File: src/rtl/insnLenPkg.sv
`timescale 1ns/1ps
package insnLenPkg;
  localparam int MaxLen = 15;
  localparam int LenW = $clog2(MaxLen + 1);

  typedef enum logic [2:0] {S_LEAD, S_ESC2, S_FORM, S_INDEX, S_TAIL} parseState_e;
  typedef enum logic [1:0] {K_BAD, K_PFX, K_ESC, K_OP} opKind_e;
  typedef enum logic [1:0] {I_NONE, I_BYTE, I_FULL} immKind_e;

  typedef struct packed {
    opKind_e  kind;
    logic     needForm;
    immKind_e imm;
  } opInfo_t;

  typedef struct packed {
    logic            take;
    logic            isPrefix;
    logic            setOp16;
    logic            setAddr16;
    logic            loadOp;
    logic            loadOp2;
    logic [2:0]      immSz;
    logic            loadForm;
    logic            indexNext;
    logic            loadIndex;
    logic [2:0]      dispSz;
    logic            loadTail;
    logic [LenW-1:0] tailVal;
    logic            decTail;
    logic            finish;
    logic            bad;
  } ctlStrobe_t;

  function automatic opInfo_t classifyLead(input logic [7:0] b);
    opInfo_t r;
    r = '{kind: K_OP, needForm: 1'b0, imm: I_NONE};
    case (b) inside
      8'hF0, 8'hF2, 8'hF3, 8'h26, 8'h2E, 8'h36, 8'h3E,
      8'h64, 8'h65, 8'h66, 8'h67: r.kind = K_PFX;
      8'h0F: r.kind = K_ESC;
      [8'h40:8'h5F], 8'h90, 8'hC3, 8'hCC: r.imm = I_NONE;
      8'h68, [8'hB8:8'hBF], 8'hE8, 8'hE9: r.imm = I_FULL;
      8'h6A, [8'h70:8'h7F], [8'hB0:8'hB7], 8'hEB: r.imm = I_BYTE;
      8'h80, 8'h83, 8'hC6: begin r.needForm = 1'b1; r.imm = I_BYTE; end
      8'h81, 8'hC7, 8'h69: begin r.needForm = 1'b1; r.imm = I_FULL; end
      [8'h84:8'h8B], 8'h8D: r.needForm = 1'b1;
      default: begin
        if (b < 8'h40 && b[2:0] < 3'd4) r.needForm = 1'b1;
        else if (b < 8'h40 && b[2:0] == 3'd4) r.imm = I_BYTE;
        else if (b < 8'h40 && b[2:0] == 3'd5) r.imm = I_FULL;
        else r.kind = K_BAD;
      end
    endcase
    return r;
  endfunction

  function automatic opInfo_t classifyEsc(input logic [7:0] b);
    opInfo_t r;
    r = '{kind: K_OP, needForm: 1'b0, imm: I_NONE};
    case (b) inside
      [8'h80:8'h8F]: r.imm = I_FULL;
      8'hAF, 8'hB6, 8'hB7, 8'hBE, 8'hBF: r.needForm = 1'b1;
      default: r.kind = K_BAD;
    endcase
    return r;
  endfunction

  function automatic logic [2:0] immBytes(input immKind_e k, input logic op16);
    case (k)
      I_BYTE:  return 3'd1;
      I_FULL:  return op16 ? 3'd2 : 3'd4;
      default: return 3'd0;
    endcase
  endfunction
endpackage

File: src/rtl/insnLenCtrl.sv
`timescale 1ns/1ps
module insnLenCtrl
  import insnLenPkg::*;
(
  input  logic            clk,
  input  logic            rstN,
  input  logic            inValid,
  input  logic [7:0]      inData,
  input  logic [LenW-1:0] curLen,
  input  logic            op16,
  input  logic            addr16,
  input  logic [2:0]      immSz,
  input  logic [2:0]      dispSz,
  input  logic [1:0]      formMode,
  input  logic [LenW-1:0] tailLeft,
  output ctlStrobe_t      ctl
);
  parseState_e state, nextState;
  opInfo_t info;
  logic gotOp, wantTail, useIndex;
  logic [LenW-1:0] tailNeed;
  logic [1:0] mode;
  logic [2:0] rm, dispNew;

  always_comb begin
    ctl = '0;
    nextState = state;
    info = classifyLead(inData);
    gotOp = 1'b0;
    wantTail = 1'b0;
    useIndex = 1'b0;
    tailNeed = '0;
    mode = inData[7:6];
    rm = inData[2:0];
    dispNew = '0;
    if (inValid) begin
      ctl.take = 1'b1;
      unique case (state)
        S_LEAD: begin
          if (info.kind == K_PFX) begin
            ctl.isPrefix = 1'b1;
            ctl.setOp16 = (inData == 8'h66);
            ctl.setAddr16 = (inData == 8'h67);
          end else if (info.kind == K_ESC) begin
            nextState = S_ESC2;
          end else begin
            ctl.loadOp = 1'b1;
            gotOp = 1'b1;
          end
        end
        S_ESC2: begin
          info = classifyEsc(inData);
          ctl.loadOp2 = 1'b1;
          gotOp = 1'b1;
        end
        S_FORM: begin
          if (addr16) begin
            if (mode == 2'b01) dispNew = 3'd1;
            else if (mode == 2'b10) dispNew = 3'd2;
            else if (mode == 2'b00 && rm == 3'b110) dispNew = 3'd2;
          end else begin
            useIndex = (mode != 2'b11) && (rm == 3'b100);
            if (mode == 2'b01) dispNew = 3'd1;
            else if (mode == 2'b10) dispNew = 3'd4;
            else if (mode == 2'b00 && rm == 3'b101) dispNew = 3'd4;
          end
          ctl.loadForm = 1'b1;
          ctl.indexNext = useIndex;
          ctl.dispSz = dispNew;
          if (useIndex) nextState = S_INDEX;
          else begin
            wantTail = 1'b1;
            tailNeed = LenW'(dispNew) + LenW'(immSz);
          end
        end
        S_INDEX: begin
          dispNew = (formMode == 2'b00 && rm == 3'b101) ? 3'd4 : dispSz;
          ctl.loadIndex = 1'b1;
          ctl.dispSz = dispNew;
          wantTail = 1'b1;
          tailNeed = LenW'(dispNew) + LenW'(immSz);
        end
        S_TAIL: begin
          ctl.decTail = 1'b1;
          if (tailLeft == LenW'(1)) ctl.finish = 1'b1;
        end
        default: nextState = S_LEAD;
      endcase
      if (gotOp) begin
        ctl.immSz = immBytes(info.imm, op16);
        if (info.kind != K_OP) begin
          ctl.finish = 1'b1;
          ctl.bad = 1'b1;
        end else if (info.needForm) nextState = S_FORM;
        else begin
          wantTail = 1'b1;
          tailNeed = LenW'(ctl.immSz);
        end
      end
      if (wantTail) begin
        if (tailNeed == '0) ctl.finish = 1'b1;
        else begin
          ctl.loadTail = 1'b1;
          ctl.tailVal = tailNeed;
          nextState = S_TAIL;
        end
      end
      if (!ctl.finish && curLen == LenW'(MaxLen - 1)) begin
        ctl.finish = 1'b1;
        ctl.bad = 1'b1;
      end
      if (ctl.finish) nextState = S_LEAD;
    end
  end

  always_ff @(posedge clk) begin
    if (!rstN) state <= S_LEAD;
    else state <= nextState;
  end
endmodule

File: src/rtl/insnLenData.sv
`timescale 1ns/1ps
module insnLenData
  import insnLenPkg::*;
#(
  parameter int OffW = 16
) (
  input  logic            clk,
  input  logic            rstN,
  input  logic [7:0]      inData,
  input  ctlStrobe_t      ctl,
  output logic [LenW-1:0] curLen,
  output logic            op16,
  output logic            addr16,
  output logic [2:0]      immSz,
  output logic [2:0]      dispSz,
  output logic [1:0]      formMode,
  output logic [LenW-1:0] tailLeft,
  output logic            outValid,
  output logic            outErr,
  output logic [OffW-1:0] outStart,
  output logic [LenW-1:0] outLen,
  output logic [LenW-1:0] outPfxCnt,
  output logic [15:0]     outOpcode,
  output logic            outHasForm,
  output logic            outHasIndex,
  output logic [2:0]      outDispSize,
  output logic [2:0]      outImmSize
);
  typedef struct packed {
    logic [LenW-1:0] len;
    logic [LenW-1:0] pfxCnt;
    logic            op16;
    logic            addr16;
    logic [15:0]     opcode;
    logic            hasForm;
    logic            hasIndex;
    logic [1:0]      formMode;
    logic [2:0]      dispSz;
    logic [2:0]      immSz;
  } instFields_t;

  instFields_t fld, nxt;
  logic [OffW-1:0] streamOff, startOff;

  assign curLen = fld.len;
  assign op16 = fld.op16;
  assign addr16 = fld.addr16;
  assign immSz = fld.immSz;
  assign dispSz = fld.dispSz;
  assign formMode = fld.formMode;

  always_comb begin
    nxt = fld;
    nxt.len = fld.len + 1'b1;
    if (ctl.isPrefix) begin
      nxt.pfxCnt = fld.pfxCnt + 1'b1;
      nxt.op16 = fld.op16 | ctl.setOp16;
      nxt.addr16 = fld.addr16 | ctl.setAddr16;
    end
    if (ctl.loadOp) begin
      nxt.opcode = {8'h00, inData};
      nxt.immSz = ctl.immSz;
    end
    if (ctl.loadOp2) begin
      nxt.opcode = {8'h0F, inData};
      nxt.immSz = ctl.immSz;
    end
    if (ctl.loadForm) begin
      nxt.hasForm = 1'b1;
      nxt.hasIndex = ctl.indexNext;
      nxt.formMode = inData[7:6];
      nxt.dispSz = ctl.dispSz;
    end
    if (ctl.loadIndex) nxt.dispSz = ctl.dispSz;
  end

  always_ff @(posedge clk) begin
    if (!rstN) begin
      fld <= '0;
      tailLeft <= '0;
      streamOff <= '0;
      startOff <= '0;
      outValid <= 1'b0;
      outErr <= 1'b0;
      outStart <= '0;
      outLen <= '0;
      outPfxCnt <= '0;
      outOpcode <= '0;
      outHasForm <= 1'b0;
      outHasIndex <= 1'b0;
      outDispSize <= '0;
      outImmSize <= '0;
    end else begin
      outValid <= ctl.take && ctl.finish;
      if (ctl.take) begin
        streamOff <= streamOff + 1'b1;
        if (fld.len == '0) startOff <= streamOff;
        if (ctl.finish) begin
          fld <= '0;
          tailLeft <= '0;
          outErr <= ctl.bad;
          outStart <= (fld.len == '0) ? streamOff : startOff;
          outLen <= nxt.len;
          outPfxCnt <= nxt.pfxCnt;
          outOpcode <= nxt.opcode;
          outHasForm <= nxt.hasForm;
          outHasIndex <= nxt.hasIndex;
          outDispSize <= nxt.dispSz;
          outImmSize <= nxt.immSz;
        end else begin
          fld <= nxt;
          if (ctl.loadTail) tailLeft <= ctl.tailVal;
          else if (ctl.decTail) tailLeft <= tailLeft - 1'b1;
        end
      end
    end
  end
endmodule

File: src/rtl/insnLenDecoder.sv
`timescale 1ns/1ps
module insnLenDecoder
  import insnLenPkg::*;
#(
  parameter int OffW = 16
) (
  input  logic            clk,
  input  logic            rstN,
  input  logic            inValid,
  input  logic [7:0]      inData,
  output logic            inReady,
  output logic            outValid,
  output logic            outErr,
  output logic [OffW-1:0] outStart,
  output logic [3:0]      outLen,
  output logic [3:0]      outPfxCnt,
  output logic [15:0]     outOpcode,
  output logic            outHasForm,
  output logic            outHasIndex,
  output logic [2:0]      outDispSize,
  output logic [2:0]      outImmSize
);
  ctlStrobe_t ctl;
  logic [LenW-1:0] curLen, tailLeft;
  logic op16, addr16;
  logic [2:0] immSz, dispSz;
  logic [1:0] formMode;

  assign inReady = 1'b1;

  insnLenCtrl u_ctrl (
    .clk(clk), .rstN(rstN), .inValid(inValid), .inData(inData),
    .curLen(curLen), .op16(op16), .addr16(addr16), .immSz(immSz),
    .dispSz(dispSz), .formMode(formMode), .tailLeft(tailLeft), .ctl(ctl)
  );

  insnLenData #(.OffW(OffW)) u_data (
    .clk(clk), .rstN(rstN), .inData(inData), .ctl(ctl),
    .curLen(curLen), .op16(op16), .addr16(addr16), .immSz(immSz),
    .dispSz(dispSz), .formMode(formMode), .tailLeft(tailLeft),
    .outValid(outValid), .outErr(outErr), .outStart(outStart),
    .outLen(outLen), .outPfxCnt(outPfxCnt), .outOpcode(outOpcode),
    .outHasForm(outHasForm), .outHasIndex(outHasIndex),
    .outDispSize(outDispSize), .outImmSize(outImmSize)
  );
endmodule

File: config.mk
export PLATFORM = sky130hd
export DESIGN_NAME = insnLenDecoder
export DESIGN_NICKNAME = d
export VERILOG_FILES = /design/src/rtl/insnLenPkg.sv /design/src/rtl/insnLenCtrl.sv /design/src/rtl/insnLenData.sv /design/src/rtl/insnLenDecoder.sv
export SDC_FILE = /design/constraint.sdc
export NUM_CORES = 1
export LEC_CHECK = 0
export BUFFER_PORTS_ARGS = -buffer_cell sky130_fd_sc_hd__buf_2
export CAP_MARGIN = 20
export CORE_MARGIN = 2
export CORE_UTILIZATION = 41
export DETAILED_ROUTE_END_ITERATION = 12
export PLACE_DENSITY = 0.69
export RECOVER_POWER = 100
export SLEW_MARGIN = 5
export SYNTH_ARGS = -nofsm -noshare
export SYNTH_HDL_FRONTEND = slang
export SYNTH_HIERARCHICAL = 1
export SYNTH_SLANG_ARGS = --single-unit
File: constraint.sdc
create_clock -name clk -period 3.63 [get_ports clk]
set_input_delay 0.363 -clock clk [delete_from_list [all_inputs] [get_ports clk]]
set_output_delay 0.363 -clock clk [all_outputs]
set_load 0.005 [all_outputs]
## Word level (Yosys, flattened, before mapping)

Index checks and enable logic that the tools add are counted.

| operators by class | value |
|---|---|
| add/subtract/negate cells | 6 |
| multipliers | 0 |
| divide/modulo/power cells | 0 |
| order comparisons | 14 |
| equal/unequal tests | 49 |
| shifts and indexed selects | 0 |
| mux-type cells | 110 |
| bitwise logic cells | 2 |
| reductions and logical operators | 37 |

Operators by type and width:

| operator | number |
|---|---|
| 8-bit equality test (second input constant) | 20 |
| 3-bit 2-to-1 mux | 24 |
| 2-bit 2-to-1 mux | 32 |
| 8-bit by 7-bit equality test with 1-bit output (second input constant) | 7 |
| 16-bit 2-to-1 mux | 3 |
| 36-bit 2-to-1 mux | 1 |
| 4-bit 2-to-1 mux | 9 |
| 8-bit by 6-bit equality test with 1-bit output (second input constant) | 4 |
| 8-bit >= comparator (second input constant) | 4 |
| 8-bit less-or-equal comparator (second input constant) | 4 |
| 1-bit 2-to-1 mux | 28 |
| 23-bit 2-to-1 mux | 1 |
| 5-bit 2-to-1 mux | 4 |
| 16-bit by 1-bit adder with 16-bit output (second input constant) | 1 |
| 8-bit by 7-bit >= comparator with 1-bit output (second input constant) | 2 |
| 8-bit by 7-bit less-or-equal comparator with 1-bit output (second input constant) | 2 |
| 1-bit logical AND | 15 |
| 3-bit equality test (second input constant) | 4 |
| 3-bit one-hot mux with 2 select lines | 2 |
| 4-bit OR reduction | 3 |
| 11-bit OR reduction | 1 |
| 3-bit one-hot mux with 3 select lines | 1 |
| 3-bit OR reduction | 3 |
| 3-bit by 3-bit adder with 4-bit output | 2 |
| 26 further kinds | 41 |

| word-level totals | value |
|---|---|
| flip-flop bits (word level) | 125 |
| bits in latches | 0 |
| bits in writable memories | 0 |
| memory bits (read-only) | 0 |
| memories kept | 0 |

## Depth between registers and ports, before layout

| depth | value |
|---|---|
| depth after elaboration | 33 |
| mapped depth | 19 |

## Modules after synthesis

Netlist, hierarchy kept.

By module, submodules not included:

| module | times used | cells an instance | area each (um^2) | seq. area each (um^2) |
|---|---|---|---|---|
| insnLenData | 1 | 602 | 5067.4 | 2442.3 |
| insnLenCtrl | 1 | 198 | 1380.1 | 60.1 |
| insnLenDecoder | 1 | 2 | 11.3 | 0.0 |

## Worst setup path after synthesis

No wires, ideal clock.

| timing | value |
|---|---|
| kind | input port to flip-flop |
| start point | in inData[1] |
| end point | reg u_data.outLen[0] |
| setup time | 0.128 ns |
| arrival | 3.412 ns |
| data required time | 3.502 ns |
| setup slack | 0.090 ns |
| stages on the path | 18 |
| path buffers | 3 |
| path through | buf_4 inv_1 nor2_1 a21oi_1 or3b_2 inv_1 ha_1 a21o_1 a21oi_1 o22ai_1 a2111oi_1 a22oi_1 a31oi_1 buf_2 clkbuf_1 nand2_1 mux2i_1 nor2_1 |

RTL lines:

| element | RTL line | text |
|---|---|---|
| from (decl) | insnLenDecoder.sv:10 | `input logic [7:0] inData,` |
| to (signal assigned) | insnLenData.sv:103 | `outLen <= nxt.len;` |
| to (decl) | insnLenData.sv:21 | `output logic [LenW-1:0] outLen,` |

==> out/metrics.cfg <==
[sta]
slew_violations = 0
final-setup-viol-count = 0
finalClockSkew_ps = 10.8
slew_headroom_pct = 31.1
fin_crit_ps = 3410
timing.setup.tns_ps = 0
fin_crit_sh_pct = 93.8
final_hold_viol_count = 0
tightest_slew_ps = 1030
holdWs_ps = 313
fmax_mhz = 294
fin_ws_ps = 224

[global_routing]
grt_antenna_before_repair = 0
grt_pass1_vias = 5290
track_usage_pct = 19.7
grt_pass1_wl_um = 26300
grt_max_degree = 59
overflow = 0

[detailed_routing]
first_pass_iters = 5
drc = 0
vias = 5892
wl_per_cell_um = 14.9
viasPerCell = 5.43
ant_nets = 0
finalWirelength_um = 16100
dr.first_iter.drc_count = 555

[place]
dp_slack_ps = -271
place.port_buffers = 60
routabilityCongestion = 0.927
dp_hpwl_um = 10900
place_area_sq_mm = 0.00707

[yosys]
synth-main-ff-cell = dfxtp_1
synth_cell_types = 82
ys_warn_count = 6
ys_ff_latch = 125
synth_compound_gate_area_share_pct = 22.8
synth_mux_area_share_pct = 1.70
synth_top_area_share_pct = 38.7
yosys-top-cells-area = dfxtp_1 39%, nand2_1 7.4%, a21oi_1 5.1%, nor2_1 4.2%, o21ai_0 3.6%
synth_top_family_by_area = simple AND/OR/NAND/NOR gates
synthArstFlopShare_pct = 0
yosys.area_share.adder_pct = 2.75
avgSynthCellArea_sq_um = 8.05
yosysTopAreaCell = dfxtp_1
synth_edf_count = 0
syn_inst = 802
yosysSeqAreaShare_pct = 38.7
synth-xor-area-share_pct = 1.49
netlist_area_sq_mm = 0.00646
synthSimpleGateAreaFrac_pct = 24.6
synth_nets = 826

[critical_path]
worstPathArrival_ps = 3680
cp_top_family = compound AO/OA/AOI/OAI gates
worstPathRequired_ps = 3900
critPathBufInv = 3
worstSetupStartpointType = flip-flop
path_cells = or3b_2 > inv_1 > ha_1 > a21o_1 > a21oi_1 > o22ai_1 > a2111oi_2 > a22oi_2 > a31oi_2 > buf_4 > nor2b_1 > buf_4 > a32oi_1 > nor2_1
max_stage_delay_ps = 480
cpMaxStageDelayCell = or3b_2
end_kind = flip-flop
critPathKind = flip-flop to flip-flop
crit_path_max_fanout = 14
crit_top_cell = buf_4

[layout]
drive_above_1_share_pct = 16.0
syn_to_final_growth_pct = 18.2
final_cell_mix = 127 x nand2_1, 125 x dfxtp_1, 72 x nor2_1, 66 x a21oi_1
nets = 885
antenna_cells = 0
nFillCells = 1494
fin_area_sq_mm = 0.00763
layout_commonest_cell = nand2_1

[power]
vdd_drop_max_mv = 0.367
leakagePower_nw = 2.90
power.density_mw_per_mm2 = 478
finalPower_mw = 3.65

[clock_tree]
cts_max_level = 4
clk_pin_slew_worst_paths_ps = 60
cts_buffers = 17
hold_buffers = 0
cts_sinks = 125
cts_tree = yes
root_buffer = clkbuf_16
clk_latency_ps = 420
cts_max_path_buffers = 2

[hold_path]
hold_path.class = input pin to flip-flop

[die]
initial_core_util_pct = 42.2
core.rowCount = 45
die_h_um = 130
die_w_um = 130
core_region_area_sq_mm = 0.0153
dieArea_sq_mm = 0.0168
io_pins = 62

[status]
status = finished, final reports clean

[flow_run]
drv_cap = 0

-- synth_stat cells (3+ instances only) --
master / n
buf_2: 20
a21o_1: 7
a311oi_1: 10
o31ai_1: 5
nor2_1: 72
nand4_1: 5
mux2i_1: 11
ha_1: 11
buf_4: 22
a211oi_1: 5
or4_1: 6
nand2b_1: 9
dfxtp_1: 125
a31oi_1: 23
clkbuf_2: 4
a21oi_1: 66
nor3_1: 8
clkbuf_1: 26
or3_1: 3
nor2b_1: 12
a22o_1: 3
nor4b_1: 3
nor3b_1: 5
a22oi_1: 8
nand3_1: 16
nand2_1: 127
xnor2_1: 4
and2_1: 7
a32oi_1: 16
o22ai_1: 4
nor4_1: 7
inv_1: 27
and3_1: 8
o21ai_0: 46
nor4bb_1: 5
xor2_1: 7
-- metal layers --
layer	routed length, um	GRT usage (%)	up-vias
met2	7210	29.9	144
li1	-	-	2961
met1	7970	27.6	2774
met4	175	5.38	0
met3	762	5.20	13
met5	0	0	-
-- sequential cells by signal (all words and copies together), names as in the netlist --
signal,count
u_data/fld,22
u_data/outOpcode,16
u_data/outStart,16
u_data/startOff,16
u_data/streamOff,16
u_data/curLen,4
u_data/outLen,4
u_data/outPfxCnt,4
u_data/tailLeft,4
u_ctrl/state,3
u_data/dispSz,3
u_data/immSz,3
u_data/outDispSize,3
u_data/outImmSize,3
u_data/formMode,2
u_data/addr16,1
u_data/op16,1
u_data/outErr,1
u_data/outHasForm,1
u_data/outHasIndex,1
u_data/outValid,1
-- through the flow --
stage          instances  utilization, %
2_1_floorplan        802               -
4_1_cts             1084            50.0
3_5_place_dp        1052            46.2
3_3_place_gp        1052            46.2
6_report            1085            49.8
5_1_grt             1085            49.8
-- layout make-up --
cell class / instances / area [sq um] / share of cell area (%)
inverter: 28 / 105 / 1.38
timing repair buffer: 114 / 717 / 9.39
sequential: 125 / 2500 / 32.8
multi-input combinational: 575 / 3460 / 45.3
tap: 211 / 264 / 3.46
clock inverter: 11 / 106 / 1.39
clock buffer: 21 / 480 / 6.30
-- worst reg2reg max path, cell delays in order (launching register included) --
cell       delay (ps)
dfxtp_1           370
or3b_2            480
inv_1              70
ha_1              220
a21o_1            150
a21oi_1           130
o22ai_1           110
a2111oi_2         480
a22oi_2           130
a31oi_2           300
buf_4             260
nor2b_1            80
buf_4             190
a32oi_1           220
nor2_1             50
-- cell families (layout without fill, tap and decap cells) --
kind of cell             count (synthesis)  in the layout
XOR/XNOR                                11             11
other                                    1              1
multiplexers                            11             11
buffers and inverters                  102            174
AO/OA/AOI/OAI                          222            222
adder cells (fa/ha/maj)                 13             13
flip-flops                             125            125
AND/OR/NAND/NOR                        317            317
-- power by group --
| part | switching [mW] | total [mW] | leakage, nW | internal [mW] |
|---|---|---|---|---|
| Sequential | 0.0370 | 1.47 | 1.01 | 1.43 |
| Clock | 0.646 | 1.67 | 0.282 | 1.02 |
| Combinational | 0.311 | 0.511 | 1.61 | 0.201 |
| Total | 0.994 | 3.65 | 2.90 | 2.65 |
-- worst paths after layout --
| path | cells past startpoint | to | startpoint | slack (ps) |
|---|---|---|---|---|
| setup / recovery | 14 | u_data/immSz[1] | u_data/addr16 | 220 |
| hold / removal | 3 | u_data/outOpcode[3] | inData[3] | 310 |
| setup reg to reg | 14 | u_data/immSz[1] | u_data/addr16 | 220 |
| hold reg to reg | 2 | u_data/outOpcode[12] | u_data/outOpcode[12] | 450 |
-- timing repair --
item | 4_1_cts | 5_1_grt
gates resized for setup | 0 | 4
buffers inserted | 0 | 0
endpoints found under the setup margin | 0 | 85
No activity file was read; power rests on OpenSTA's default activity.
